File: src/rtl/cipher_seq_pkg.sv
package cipher_seq_pkg;
    localparam int WORD_W    = 32;
    localparam int BLK_WORDS = 4;
    localparam int KEY_WORDS = 8;
    localparam int ADDR_W    = 4;
    localparam int BLK_W     = WORD_W * BLK_WORDS;
    localparam int KEY_W     = WORD_W * KEY_WORDS;
    localparam int CNT_W     = $clog2(BLK_WORDS);
    localparam int KIDX_W    = $clog2(KEY_WORDS);
    localparam int KEY_BASE  = 8;

    localparam logic [ADDR_W-1:0] A_CTRL = ADDR_W'(0);
    localparam logic [ADDR_W-1:0] A_STAT = ADDR_W'(1);
    localparam logic [ADDR_W-1:0] A_DIN  = ADDR_W'(2);
    localparam logic [ADDR_W-1:0] A_DOUT = ADDR_W'(3);

    localparam int CLR_CCF_BIT = 7;
    localparam int CLR_RD_BIT  = 8;
    localparam int CLR_WR_BIT  = 9;

    typedef enum logic [1:0] {
        PH_IDLE    = 2'd0,
        PH_INPUT   = 2'd1,
        PH_COMPUTE = 2'd2,
        PH_OUTPUT  = 2'd3
    } phase_t;

    typedef enum logic [1:0] {
        MODE_ENC    = 2'd0,
        MODE_DERIVE = 2'd1,
        MODE_DEC    = 2'd2,
        MODE_DERDEC = 2'd3
    } mode_t;

    typedef struct packed {
        logic  dma_out;
        logic  err_ie;
        logic  ccf_ie;
        logic  klen256;
        mode_t mode;
        logic  en;
    } ctrl_t;

    localparam int CTRL_W = $bits(ctrl_t);

    function automatic logic is_key_addr(input logic [ADDR_W-1:0] a);
        return a >= ADDR_W'(KEY_BASE);
    endfunction

    function automatic logic [KEY_W-1:0] key_image(input logic [KEY_W-1:0] k,
                                                   input logic wide);
        logic [KEY_W-1:0] r;
        r = k;
        if (!wide) r[KEY_W-1:KEY_W/2] = '0;
        return r;
    endfunction
endpackage

File: src/rtl/cipher_seq_regs.sv
module cipher_seq_regs
    import cipher_seq_pkg::*;
(
    input  logic              clk,
    input  logic              rst,
    input  logic              wr,
    input  logic [ADDR_W-1:0] addr,
    input  logic [WORD_W-1:0] wdata,
    input  logic              wb_en,
    input  logic [BLK_W-1:0]  wb_data,
    output ctrl_t             ctrl,
    output logic [KEY_W-1:0]  key_flat
);
    always_ff @(posedge clk) begin
        if (rst) begin
            ctrl <= '0;
        end else if (wb_en) begin
            ctrl.en <= 1'b0;
        end else if (wr && addr == A_CTRL) begin
            ctrl <= ctrl_t'(wdata[CTRL_W-1:0]);
        end
    end

    for (genvar i = 0; i < KEY_WORDS; i++) begin : g_key
        localparam logic [ADDR_W-1:0] MY_ADDR = ADDR_W'(KEY_BASE + i);
        logic [WORD_W-1:0] q;
        logic              wb_hit;

        if (i < BLK_WORDS) begin : g_wb
            assign wb_hit = wb_en;
        end else begin : g_nowb
            assign wb_hit = 1'b0;
        end

        always_ff @(posedge clk) begin
            if (rst) begin
                q <= '0;
            end else if (wb_hit) begin
                q <= wb_data[WORD_W*(i % BLK_WORDS) +: WORD_W];
            end else if (wr && addr == MY_ADDR && !ctrl.en) begin
                q <= wdata;
            end
        end

        assign key_flat[WORD_W*i +: WORD_W] = q;

        // key word is frozen while enabled
        a_r3_key_locked: assert property (@(posedge clk) disable iff (rst)
            (wr && addr == MY_ADDR && ctrl.en && !wb_en) |=> $stable(q));
    end

    // derivation write-back drops enable
    a_r6_derive_clears_en: assert property (@(posedge clk) disable iff (rst)
        wb_en |=> !ctrl.en);
endmodule

File: src/rtl/cipher_seq_fsm.sv
module cipher_seq_fsm
    import cipher_seq_pkg::*;
(
    input  logic              clk,
    input  logic              rst,
    input  logic              en,
    input  mode_t             mode,
    input  logic              din_we,
    input  logic              dout_re,
    input  logic [WORD_W-1:0] wdata,
    input  logic              core_done,
    input  logic [BLK_W-1:0]  core_result,
    output phase_t            phase,
    output logic              core_start,
    output logic [BLK_W-1:0]  blk_data,
    output logic [BLK_W-1:0]  res_data,
    output logic [WORD_W-1:0] dout_word,
    output logic              done_evt,
    output logic              wb_en,
    output logic              bad_wr,
    output logic              bad_rd
);
    localparam logic [CNT_W-1:0] LAST = CNT_W'(BLK_WORDS - 1);

    logic [CNT_W-1:0]  cnt;
    logic              start_q;
    logic [WORD_W-1:0] din_w [BLK_WORDS];
    logic [BLK_W-1:0]  res_q;
    logic [WORD_W-1:0] res_w [BLK_WORDS];

    for (genvar g = 0; g < BLK_WORDS; g++) begin : g_pack
        assign blk_data[WORD_W*g +: WORD_W] = din_w[g];
        assign res_w[g] = res_q[WORD_W*g +: WORD_W];
    end

    assign core_start = start_q;
    assign res_data   = res_q;
    assign bad_wr     = din_we && (phase == PH_COMPUTE || phase == PH_OUTPUT);
    assign bad_rd     = dout_re && (phase == PH_INPUT || phase == PH_COMPUTE);
    assign done_evt   = en && phase == PH_COMPUTE && core_done;
    assign wb_en      = done_evt && mode == MODE_DERIVE;
    assign dout_word  = (phase == PH_OUTPUT) ? res_w[LAST - cnt] : '0;

    always_ff @(posedge clk) begin
        if (rst) begin
            phase   <= PH_IDLE;
            cnt     <= '0;
            start_q <= 1'b0;
            res_q   <= '0;
            for (int i = 0; i < BLK_WORDS; i++) din_w[i] <= '0;
        end else begin
            start_q <= 1'b0;
            if (!en) begin
                phase <= PH_IDLE;
                cnt   <= '0;
            end else begin
                unique case (phase)
                    PH_IDLE: begin
                        cnt <= '0;
                        if (mode == MODE_DERIVE) begin
                            phase   <= PH_COMPUTE;
                            start_q <= 1'b1;
                        end else begin
                            phase <= PH_INPUT;
                        end
                    end
                    PH_INPUT: begin
                        if (din_we) begin
                            din_w[LAST - cnt] <= wdata;
                            if (cnt == LAST) begin
                                phase   <= PH_COMPUTE;
                                start_q <= 1'b1;
                                cnt     <= '0;
                            end else begin
                                cnt <= cnt + 1'b1;
                            end
                        end
                    end
                    PH_COMPUTE: begin
                        if (core_done) begin
                            if (mode == MODE_DERIVE) begin
                                phase <= PH_IDLE;
                            end else begin
                                phase <= PH_OUTPUT;
                                res_q <= core_result;
                                cnt   <= '0;
                            end
                        end
                    end
                    PH_OUTPUT: begin
                        if (dout_re) begin
                            if (cnt == LAST) begin
                                phase <= PH_INPUT;
                                cnt   <= '0;
                            end else begin
                                cnt <= cnt + 1'b1;
                            end
                        end
                    end
                    default: phase <= PH_IDLE;
                endcase
            end
        end
    end

    // start is a single-cycle pulse
    a_r4_start_pulse: assert property (@(posedge clk) disable iff (rst)
        core_start |=> !core_start);
    // a misplaced write leaves the phase where it was
    a_r9_bad_wr_holds_phase: assert property (@(posedge clk) disable iff (rst)
        (bad_wr && en && !core_done) |=> phase == $past(phase));
    // a misplaced read does not consume an output word
    a_r10_bad_rd_no_output: assert property (@(posedge clk) disable iff (rst)
        bad_rd |=> phase != PH_OUTPUT || $past(phase) == PH_COMPUTE);
    // dropping enable returns to the initial phase
    a_r12_disable_idles: assert property (@(posedge clk) disable iff (rst)
        !en |=> phase == PH_IDLE);
endmodule

File: src/rtl/cipher_seq_flags.sv
module cipher_seq_flags (
    input  logic clk,
    input  logic rst,
    input  logic done_evt,
    input  logic dma_out,
    input  logic bad_rd,
    input  logic bad_wr,
    input  logic clr_ccf,
    input  logic clr_rd,
    input  logic clr_wr,
    input  logic ccf_ie,
    input  logic err_ie,
    output logic ccf,
    output logic rderr,
    output logic wrerr,
    output logic irq
);
    always_ff @(posedge clk) begin
        if (rst) begin
            ccf   <= 1'b0;
            rderr <= 1'b0;
            wrerr <= 1'b0;
        end else begin
            if (done_evt && !dma_out) ccf <= 1'b1;
            else if (clr_ccf)         ccf <= 1'b0;
            if (bad_rd)               rderr <= 1'b1;
            else if (clr_rd)          rderr <= 1'b0;
            if (bad_wr)               wrerr <= 1'b1;
            else if (clr_wr)          wrerr <= 1'b0;
        end
    end

    assign irq = (ccf && ccf_ie) || ((rderr || wrerr) && err_ie);

    // completion sets the flag
    a_r7_ccf_on_done: assert property (@(posedge clk) disable iff (rst)
        (done_evt && !dma_out) |=> ccf);
    // DMA output keeps a clear flag clear
    a_r8_dma_no_ccf: assert property (@(posedge clk) disable iff (rst)
        (done_evt && dma_out && !ccf) |=> !ccf);
    // flags hold until cleared
    a_r11_ccf_sticky: assert property (@(posedge clk) disable iff (rst)
        (ccf && !clr_ccf) |=> ccf);
    a_r11_err_sticky: assert property (@(posedge clk) disable iff (rst)
        (rderr && !clr_rd) |=> rderr);
endmodule

File: src/rtl/cipher_seq_top.sv
module cipher_seq_top
    import cipher_seq_pkg::*;
(
    input  logic              clk,
    input  logic              rst,
    input  logic [ADDR_W-1:0] bus_addr,
    input  logic              bus_wr,
    input  logic [WORD_W-1:0] bus_wdata,
    input  logic              bus_rd,
    output logic [WORD_W-1:0] bus_rdata,
    output logic              irq,
    output logic              core_start,
    output logic [BLK_W-1:0]  core_data,
    output logic [KEY_W-1:0]  core_key,
    output logic [1:0]        core_mode,
    input  logic              core_done,
    input  logic [BLK_W-1:0]  core_result
);
    ctrl_t             ctrl;
    logic [KEY_W-1:0]  key_flat;
    phase_t            phase;
    logic [BLK_W-1:0]  res_data;
    logic [WORD_W-1:0] dout_word;
    logic              done_evt, wb_en, bad_wr, bad_rd;
    logic              ccf, rderr, wrerr;
    logic              din_we, dout_re, ctrl_we;
    logic [KIDX_W-1:0] kidx;

    assign din_we  = bus_wr && bus_addr == A_DIN;
    assign dout_re = bus_rd && bus_addr == A_DOUT;
    assign ctrl_we = bus_wr && bus_addr == A_CTRL;
    assign kidx    = bus_addr[KIDX_W-1:0];

    cipher_seq_regs u_regs (
        .clk(clk), .rst(rst), .wr(bus_wr), .addr(bus_addr), .wdata(bus_wdata),
        .wb_en(wb_en), .wb_data(res_data_wb), .ctrl(ctrl), .key_flat(key_flat)
    );

    logic [BLK_W-1:0] res_data_wb;
    assign res_data_wb = core_result;

    cipher_seq_fsm u_fsm (
        .clk(clk), .rst(rst), .en(ctrl.en), .mode(ctrl.mode),
        .din_we(din_we), .dout_re(dout_re), .wdata(bus_wdata),
        .core_done(core_done), .core_result(core_result),
        .phase(phase), .core_start(core_start), .blk_data(core_data),
        .res_data(res_data), .dout_word(dout_word), .done_evt(done_evt),
        .wb_en(wb_en), .bad_wr(bad_wr), .bad_rd(bad_rd)
    );

    cipher_seq_flags u_flags (
        .clk(clk), .rst(rst), .done_evt(done_evt), .dma_out(ctrl.dma_out),
        .bad_rd(bad_rd), .bad_wr(bad_wr),
        .clr_ccf(ctrl_we && bus_wdata[CLR_CCF_BIT]),
        .clr_rd(ctrl_we && bus_wdata[CLR_RD_BIT]),
        .clr_wr(ctrl_we && bus_wdata[CLR_WR_BIT]),
        .ccf_ie(ctrl.ccf_ie), .err_ie(ctrl.err_ie),
        .ccf(ccf), .rderr(rderr), .wrerr(wrerr), .irq(irq)
    );

    assign core_key  = key_image(key_flat, ctrl.klen256);
    assign core_mode = ctrl.mode;

    always_comb begin
        bus_rdata = '0;
        if (is_key_addr(bus_addr)) begin
            if (!(ctrl.en && ctrl.mode == MODE_DERIVE))
                bus_rdata = key_flat[WORD_W*kidx +: WORD_W];
        end else begin
            unique case (bus_addr)
                A_CTRL:  bus_rdata = WORD_W'(ctrl);
                A_STAT:  bus_rdata = WORD_W'({phase == PH_COMPUTE, wrerr, rderr, ccf});
                A_DOUT:  bus_rdata = dout_word;
                default: bus_rdata = '0;
            endcase
        end
    end

    // key words read as zero while derivation is armed
    a_r6_key_hidden: assert property (@(posedge clk) disable iff (rst)
        (bus_rd && is_key_addr(bus_addr) && ctrl.en && ctrl.mode == MODE_DERIVE)
        |-> bus_rdata == '0);
endmodule

File: config.mk
export PLATFORM = sky130hd
export DESIGN_NAME = cipher_seq_top
export DESIGN_NICKNAME = d
export VERILOG_FILES = /design/src/rtl/cipher_seq_pkg.sv /design/src/rtl/cipher_seq_regs.sv /design/src/rtl/cipher_seq_fsm.sv /design/src/rtl/cipher_seq_flags.sv /design/src/rtl/cipher_seq_top.sv
export SDC_FILE = /design/constraint.sdc
export NUM_CORES = 1
export LEC_CHECK = 0
export BUFFER_PORTS_ARGS = -buffer_cell sky130_fd_sc_hd__buf_2
export CAP_MARGIN = 20
export CELL_PAD_IN_SITES_DETAIL_PLACEMENT = 1
export CELL_PAD_IN_SITES_GLOBAL_PLACEMENT = 1
export CORE_MARGIN = 3
export CORE_UTILIZATION = 44
export CTS_CLUSTER_SIZE = 20
export DETAILED_ROUTE_END_ITERATION = 16
export HOLD_SLACK_MARGIN = 0.1
export MAX_ROUTING_LAYER = met4
export PLACE_DENSITY = 0.88
export RECOVER_POWER = 50
export SETUP_SLACK_MARGIN = 0.5
export SYNTH_ARGS = -nofsm -noshare
export SYNTH_HDL_FRONTEND = slang
export SYNTH_SLANG_ARGS = --single-unit
File: constraint.sdc
create_clock -name clk -period 4.7 [get_ports clk]
set_input_delay 0.235 -clock clk [delete_from_list [all_inputs] [get_ports clk]]
set_output_delay 0.235 -clock clk [all_outputs]
set_load 0.005 [all_outputs]
Word-level counts from Yosys, hierarchy flattened
Memories as Yosys holds them, arrays and structs flattened.
Cells that the tools add are included.

word-level totals
  output and inout bits = 420
  memories = 1
  bits in registers = 399
  RAM bits = 128
  word-level logic and storage cells = 156

memories
  name         words  bits a word  read ports  clocked after Yosys merged registers in  write ports  line                  text
  u_fsm.din_w  4      32           4           0                                        4            cipher_seq_fsm.sv:27  logic [WORD_W-1:0] din_w [BLK_WORDS];

operators by class
  shift operators = 1
  bitwise operators = 4
  equal/unequal tests = 22
  magnitude comparators = 2
  add/subtract/negate cells = 2
  reduce and logical (&&, ||, !) cells = 53
  multiplexer cells = 50

operators with widths
  cell                  number
  $mux W32              14
  $shiftx A256 B9 Y32   1
  $mux W128             1
  $pmux W32 S3          1
  $bmux W32 S2          1
  $eq A4 B4 Y1 const B  8
  $reduce_or A32 Y1     1
  $logic_and A1 B1 Y1   31
  $mux W2               13
  $mux W1               17
  $pmux W2 S4           2
  $reduce_bool A2 Y1    7
  $eq A4 B2 Y1 const B  2
  $ne A2 B2 Y1 const B  4
  $reduce_and A4 Y1     2
  $eq A2 B2 Y1 const B  3
  $reduce_and A5 Y1     1
  $eq A2 B1 Y1 const B  2
  $eq A4 B1 Y1 const B  1
  $ge A4 B4 Y1 const B  1
  $logic_not A4 Y1      1
  $logic_or A1 B1 Y1    4
  $ne A2 B1 Y1 const B  2
  $reduce_or A2 Y1      2
  other kinds (9)       12

Depth between registers and ports, before layout
Gate-level depths: netlist of run 1.

  word-level depth = 9
  gate-level depth with buffers = 9
  depth with buffers taken out = 6

By module
A second synthesis of run 1 with hierarchy kept.

second synthesis, totals
  cells, all modules = 2788
  area, all modules = 25792.2 um^2

modules (own cells, without submodules)
  module            instances  area each (um^2)  cells each
  cipher_seq_regs   1          11648.7           1400
  cipher_seq_fsm    1          10546.4           955
  cipher_seq_top    1          3477.1            418
  cipher_seq_flags  1          120.1             15

Least setup slack after synthesis of run 1
No wires, ideal clock.

  path kind = reg2reg
  start = reg u_fsm.cnt[1]
  end = mem u_fsm.din_w[2][0] (enable)
  path slack = 2.327 ns
  clock period less this slack = 2.373 ns
  buffers on the path = 3
  cell stages (with the launch flop) = 6
  data arrival time = 1.985 ns
  path through = dfxtp_1 buf_2 buf_2 buf_2 nor4_1 a21o_1

RTL lines
  what                      line                  text
  start: declaration        cipher_seq_fsm.sv:25  logic [CNT_W-1:0] cnt;
  start signal: assignment  cipher_seq_fsm.sv:75  cnt <= cnt + 1'b1;
  start signal: assignment  cipher_seq_fsm.sv:96  cnt <= cnt + 1'b1;
  end: declaration          cipher_seq_fsm.sv:27

Final worst setup path of run 1
  start = reg, netlist name u_regs.ctrl[0]
  end = reg u_regs.g_key[3].q[26]

between the ends
  word-level cells in the longest chain between the ends = 4

RTL lines
  what                                                   line                   text
  $logic_and A1 B1 Y1 (2 in series)                      cipher_seq_fsm.sv:40   assign done_evt = en && phase == PH_COMPUTE && core_done;
  $logic_and A1 B1 Y1                                    cipher_seq_fsm.sv:41   assign wb_en = done_evt && mode == MODE_DERIVE;
  $mux W32 / $reduce_bool A2 Y1 (equally long branches)  n/a
  end signal: assignment                                 cipher_seq_regs.sv:39  q <= wb_data[WORD_W*(i % BLK_WORDS) +: WORD_W];
  end signal: assignment                                 cipher_seq_regs.sv:41  q <= wdata;
  end: declaration                                       cipher_seq_regs.sv:26  logic [WORD_W-1:0] q;

Parallel ways exist; a longest one is shown, timed or not.
A chain may end at the register's enable or synchronous reset.

==> results of run 1 <==
[per-layer routing]
metal / vias to the layer above / track usage [%] / part of all wire [%]
met2: 1611 / 59.0 / 46
met5: - / - / 0
met3: 502 / 8.44 / 9.1
met1: 11600 / 45.0 / 38
met4: 0 / 21.4 / 6.5
li1: 9799 / - / -
[registers in the layout (all words and copies together) (netlist names)]
register          flops
u_fsm.cnt             2
u_flags.rderr         1
u_regs.ctrl           7
u_flags.wrerr         1
u_flags.ccf           1
u_fsm.res_data      128
u_fsm.core_start      1
u_fsm.phase           2
u_regs.g_key.q      256
u_fsm.din_w         128
[cell usage in the layout, fill, tap and decap left out, types with 4 or more instances in the layout]
master         count
mux2i_1          167
clkinv_2          13
nand3_1           11
mux4_2            96
o221ai_1           4
a311oi_1           7
buf_4             25
buf_12             4
and2_1           205
clkbuf_1         204
buf_2            386
a21oi_1          261
clkbuf_8          10
a211oi_1         122
dfxtp_1          397
ha_1               5
bufinv_16          8
inv_6              4
o21ai_0           29
nand2b_1           5
nand2_1          559
dlygate4sd3_1    162
inv_1              7
edfxtp_1         128
clkbuf_16         57
diode_2           21
and2_0            53
nor2_1           141
[how the worst max path moves through the flow]
stage | to | slack, ps | from
final | u_regs.g_key[3].q[26]$_SDFFE_PP0P_ | 530 | u_regs.ctrl[0]$_SDFFE_PP0P_
after global routing | u_regs.g_key[3].q[26]$_SDFFE_PP0P_ | 450 | u_regs.ctrl[0]$_SDFFE_PP0P_
after CTS | u_fsm.din_w[1][13]$_SDFFCE_PN0P_ | 1000 | u_fsm.phase[1]$_SDFFE_PP0P_
after detailed placement | u_fsm.din_w[1][25]$_SDFFCE_PN0P_ | 980 | bus_addr[1]
after global placement | u_fsm.din_w[1][25]$_SDFFCE_PN0P_ | 1110 | bus_addr[1]
after floorplan | u_fsm.din_w[2][0]$_SDFFCE_PN0P_ | 2330 | u_fsm.cnt[1]$_SDFFE_PP0P_
[stage by stage]
step / utilization (%) / worst slack [ps] / power, mW / hold WS, ps
after CTS: 55.3 / 999 / 10.2 / 110
after floorplan: - / 2330 / 5.11 / 371
after global routing: 54.9 / 448 / 10.5 / 143
final: 55.0 / 535 / 10.3 / 85.8
after global placement: 48.8 / 1110 / 5.38 / 439
after detailed placement: 48.8 / 980 / 5.40 / 449
[worst max-delay path: stages, from the launching register on]
cell and delay, ps:
dfxtp_1 370, and4bb_1 560, and2_0 2040, buf_4 530, mux2i_1 140, a211oi_1 380
[layout make-up]
cell class / instances / area, µm²
Clock buffer: 71 / 1580
Antenna cell: 21 / 52.6
Fill cell: 6367 / 25100
Sequential cell: 527 / 11800
Timing Repair Buffer: 784 / 4660
Multi-Input combinational cell: 1714 / 11100
Inverter: 7 / 26.3
Tap cell: 748 / 936
Clock inverter: 33 / 397
[what timing repair did]
item / in CTS / in global routing
hold buffers: 162 / 0
endpoints found under the hold margin: 391 / 0
endpoints found under the setup margin: 0 / 0
[report_power, final]
| part | switching, mW | leakage (nW) | total, mW | internal (mW) |
|---|---|---|---|---|
| logic | 0.438 | 6.62 | 0.697 | 0.259 |
| clock network | 2.03 | 0.977 | 4.85 | 2.82 |
| registers | 0.0453 | 4.54 | 4.75 | 4.70 |
[cell families (layout without fill, tap and decap cells)]
family	Yosys count	count (layout)
DFF	527	527
and+or+nand+nor	1005	1005
buffers and inverters	377	895
AOI/OAI and AO/OA	441	441
muxes	263	263
other	0	21
adders and majority gates	5	5
==> reports/metrics.yaml, run 1 <==
synth:
  syn-instance-count: 2618
  synthAdderAreaFrac_pct: 0.251
  netlist_top_cells_count: "nand2_1, dfxtp_1, a21oi_1"
  synthSimpleGateAreaFrac_pct: 18.3
  ys_async_sr_fraction_pct: 0
  synth_mux_area_share_pct: 15.4
  syn_area_per_cell_um2: 9.53
  synthFlopType: "dfxtp_1"
  syn_nets: 2792
  yosysTopAreaCell: "dfxtp_1"
  synth_compound_area_share_pct: 10.5
  synth-edff-count: 128
  synth_top_family_by_area: "simple AND/OR/NAND/NOR gates"
  synth_top_area_share_pct: 32.0
  yosysUniqueCellTypes: 50
  yosysSeqAreaShare_pct: 47.4
  syn-cell-area_um2: 25000
  post-synth-top-count-cell: "nand2_1"
  synth-seq-cells: 527
  synthTopCellsByArea: "dfxtp_1, edfxtp_1, mux4_2"
  yosys_warnings: 0
  yosys.area_share.xor_xnor_pct: 0
floorplanning:
  start_util_pct: 44.9
  std_cell_rows: 86
  die-area_um2: 59600
  ios: 589
  die_x_um: 244
  die_y_um: 244
  core_region_area_um2: 55600
global_route:
  grt_max_degree: 125
  antenna_found_initial: 21
  grtUsageTotal_pct: 37.7
  grt_pass1_vias: 24600
  grt-ovfl-total: 0
  grt_pass1_wl_um: 164000
detailed_routing:
  routed_via_density: 6.03
  wl_per_cell_um: 28.9
  drtIter0Drc: 2208
  drc: 0
  vias: 23500
  wirelength_um: 113000
  ant_nets: 0
  dr.pass1.iters: 5
layout:
  final_nets: 3265
  stdcell_count: 3905
  drive_gt1_share_pct: 20.1
  stdcell_area_um2: 30600
  area_delta_synth_final_pct: 22.5
sta:
  worst_clock_skew_ps: 24.6
  finalSetupViolCount: 0
  slew_headroom_pct: -80.1
  rsz0062_at_grt: "false"
  hold_viol: 0
  drv_slew: 423
  tns_ps: 0
  final.min_clock_period_ps: 4170
  fin_crit_sh_pct: 88.6
  clock.fmax_mhz: 240
  worst_slew_pin_slew_ps: 2700
clocking:
  cts_htree_levels: 2
  cts_root_buffer: "clkbuf_16"
  postCtsSetupBuffers: 0
  ctsResizeCount: 0
  cts.path.max_buffers: 3
  clk_pin_slew_ps: 70
  clock_latency_ps: 620
  cts_sinks: 527
  cts_made_buffers: 57
  cts_tree: "built"
power:
  p_per_area_nw_per_um2: 337
  vdd_drop_max_mv: 0.283
  leakage_nw: 12.1
min_path:
  holdPathEnd: "u_regs.ctrl[2]$_SDFFE_PP0P_"
  worstHoldPathCells: 2
  worst_hold_path_type: "in2reg"
  min_from: "rst"
placed_design:
  numPortBuffers: 588
  dp_cells: 3614
  hpwlAfterDp_um: 69600
  placed_area_um2: 27200
  gp_congestion: 0.933
worst_setup_path:
  end_kind: "flop"
  r2r-end: "u_regs.g_key[3].q[26]$_SDFFE_PP0P_"
  critPathMaxFanout: 22
  cp.required_ps: 5190
  crit_type: "reg2reg"
  r2r_start: "u_regs.ctrl[0]$_SDFFE_PP0P_"
  arrival_ps: 4660
  r2r_slack_ps: 530
  reg2reg_depth: 5
  cp-start-kind: "flop"
job:
  drv_cap: 10
outcome:
  violations: "capacitance limit, slew limit"
  outcome: "complete, but fails checks"
(Power assumes the default switching activity.)
==> inputs of run 2 (changes only) <==
- SYNTH_HIERARCHICAL: unset -> 1
==> run 2 against run 1 <==
Largest power group is now registers. Critical path type unchanged. Worst setup slack better by 80 ps. The flow still finishes with violations (capacitance limit, slew limit). Utilization up 0.069 points. Clock skew about the same.
==> reports/metrics.yaml, run 2 <==
sta:
  worst_slew_pin_slew_ps: 2600
  fin_crit_sh_pct: 86.9
  hold_viol: 0
  drv_slew: 199
  rsz0062_at_grt: "false"
  final.min_clock_period_ps: 4080
  worst_clock_skew_ps: 24.9
  slew_headroom_pct: -73.1
  clock.fmax_mhz: 245
  tns_ps: 0
  finalSetupViolCount: 0
detailed_routing:
  ant_nets: 0
  drtIter0Drc: 3401
  dr.pass1.iters: 6
  vias: 26900
  routed_via_density: 6.48
  wl_per_cell_um: 30.9
  drc: 0
  wirelength_um: 128000
job:
  drv_cap: 5
clocking:
  cts_tree: "built"
  cts_made_buffers: 57
  cts_root_buffer: "clkbuf_16"
  clock_latency_ps: 640
  postCtsSetupBuffers: 0
  cts.path.max_buffers: 3
  clk_pin_slew_ps: 70
  ctsResizeCount: 0
  cts_sinks: 527
  ctsHoldBuffers: 161
  cts_htree_levels: 2
floorplanning:
  die_x_um: 248
  die_y_um: 248
  core_region_area_um2: 57800
  die-area_um2: 61600
  ios: 589
  start_util_pct: 44.6
  std_cell_rows: 88
worst_setup_path:
  cp.depth: 4
  arrival_ps: 4620
  slowest_stage: "or3b_1"
  crit_type: "reg2reg"
  cp-start-kind: "flop"
  path_cells: "or3b_1, buf_4, o21ai_0, a221oi_1"
  critPathMaxFanout: 41
  reg2reg_depth: 4
  critPathTopFamily: "simple AND/OR/NAND/NOR gates"
  slowest_delay_ps: 2000
  end_kind: "flop"
  path_buf_inv: 1
  cp.required_ps: 5240
synth:
  synth-edff-count: 128
  yosysTopAreaCell: "dfxtp_1"
  syn-cell-area_um2: 25800
  syn_nets: 2963
  syn_area_per_cell_um2: 9.25
  yosys_warnings: 6
  syn-instance-count: 2788
  ys_async_sr_fraction_pct: 0
  synth-seq-cells: 527
  synthFlopType: "dfxtp_1"
  yosysUniqueCellTypes: 63
  synthTopCellsByArea: "dfxtp_1, edfxtp_1, and2_1"
  post-synth-top-count-cell: "dfxtp_1"
  yosysSeqAreaShare_pct: 45.9
  synth_top_area_share_pct: 31.0
  netlist_top_cells_count: "dfxtp_1, and2_1, nand2_1"
placed_design:
  hpwlAfterDp_um: 80000
  gp_congestion: 0.931
  numPortBuffers: 588
min_path:
  worst_hold_path_type: "in2reg"
  worstHoldPathCells: 5
outcome:
  violations: "capacitance limit, slew limit"
  outcome: "complete, but fails checks"
power:
  leakage_nw: 11.6
  p_int_mw: 7.55
  seq_power_share_pct: 46.2
  power_switching_mw: 2.72
  vdd_drop_max_mv: 0.298
  pwr-share-comb_pct: 9.2
  p_per_area_nw_per_um2: 323
  clkPwrFrac_pct: 44.6
  swShare_pct: 26.5
layout:
  mostFrequentLayoutCell: "dfxtp_1"
  regMostFlops: "u_regs/g_key.q"
  multiInputGateArea_um2: 12000
  utilization_pct: 55.0
  fillers: 6777
  area_delta_synth_final_pct: 23.3
  largest_reg_flops: 256
  drive_gt1_share_pct: 18.9
  layout_common_cells: "dfxtp_1, buf_2, nand2_1"
  register_area_um2: 11800
  final_nets: 3499
global_route:
  grt_max_degree: 179
  antenna_found_initial: 12
  grt-ovfl-total: 0
  grt_pass1_wl_um: 184000
  grt_pass1_vias: 28100
  grtUsageTotal_pct: 41.2
==> run 2: cell type report <==
| cell class | instances | area share (%) |
|---|---|---|
| flip-flops and latches | 527 | 37.2 |
| multi-input cells | 1813 | 37.7 |
| clock buffers | 86 | 5.27 |
| diodes | 15 | 0.118 |
| inverters | 130 | 1.53 |
| well taps | 765 | 3.01 |
| repair buffers | 795 | 14.7 |
| clock inverters | 19 | 0.496 |
==> run 2: power groups by stage <==
stage / clock (mW) / combinational [mW] / sequential (mW)
after floorplan: 0 / 0.398 / 4.83
after global placement: 0 / 0.767 / 4.84
after detailed placement: 0 / 0.793 / 4.84
after CTS: 4.54 / 0.911 / 4.74
after global routing: 4.76 / 0.974 / 4.75
final: 4.58 / 0.946 / 4.75
==> run 2: path summary, 6_finish.rpt <==
check        slack [ps]                                 end                       startpoint
max                 620  u_regs/g_key[1].q[27]$_SDFFE_PP0P_      u_regs/ctrl[0]$_SDFFE_PP0P_
min                 170          u_flags/rderr$_SDFFE_PP0P_                           bus_rd
max reg2reg         620  u_regs/g_key[1].q[27]$_SDFFE_PP0P_      u_regs/ctrl[0]$_SDFFE_PP0P_
min reg2reg         460     u_fsm/res_data[57]$_SDFFE_PP0P_  u_fsm/res_data[57]$_SDFFE_PP0P_
==> run 2: metal layers <==
| layer | global-route usage [%] | up-vias | routed length [µm] |
|---|---|---|---|
| met5 | - | - | 0 |
| met4 | 31.6 | 0 | 11600 |
| met3 | 8.51 | 682 | 12200 |
| met2 | 65.1 | 1987 | 60200 |
| met1 | 45.9 | 13200 | 44100 |
| li1 | - | 11000 | - |
==> run 2: cell families after synthesis <==
group                    Yosys count  synth area share [%]
buffers and inverters            448                  7.87
multiplexers                     121                  8.61
adder cells (fa/ha/maj)            6                 0.291
AND/OR/NAND/NOR                  822                  16.5
flip-flops                       527                  45.9
AO/OA/AOI/OAI                    864                  20.9
==> run 2: metrics by stage <==
stage	std cells	area [µm²]	worst slack (ps)	hold slack (ps)	power, mW
floorplan	2788	25800	1840	304	5.23
global placement	3866	28600	1520	438	5.60
detailed placement	3867	28600	1270	447	5.63
CTS	4133	32100	1070	126	10.2
global route	4147	31800	598	195	10.5
finish	4150	31800	615	167	10.3
==> run 2: tightest hold or removal path, cell delays in order <==
cell and delay (ps):
buf_2 130, and2_1 150, and2_1 150, inv_1 40, a21oi_1 50
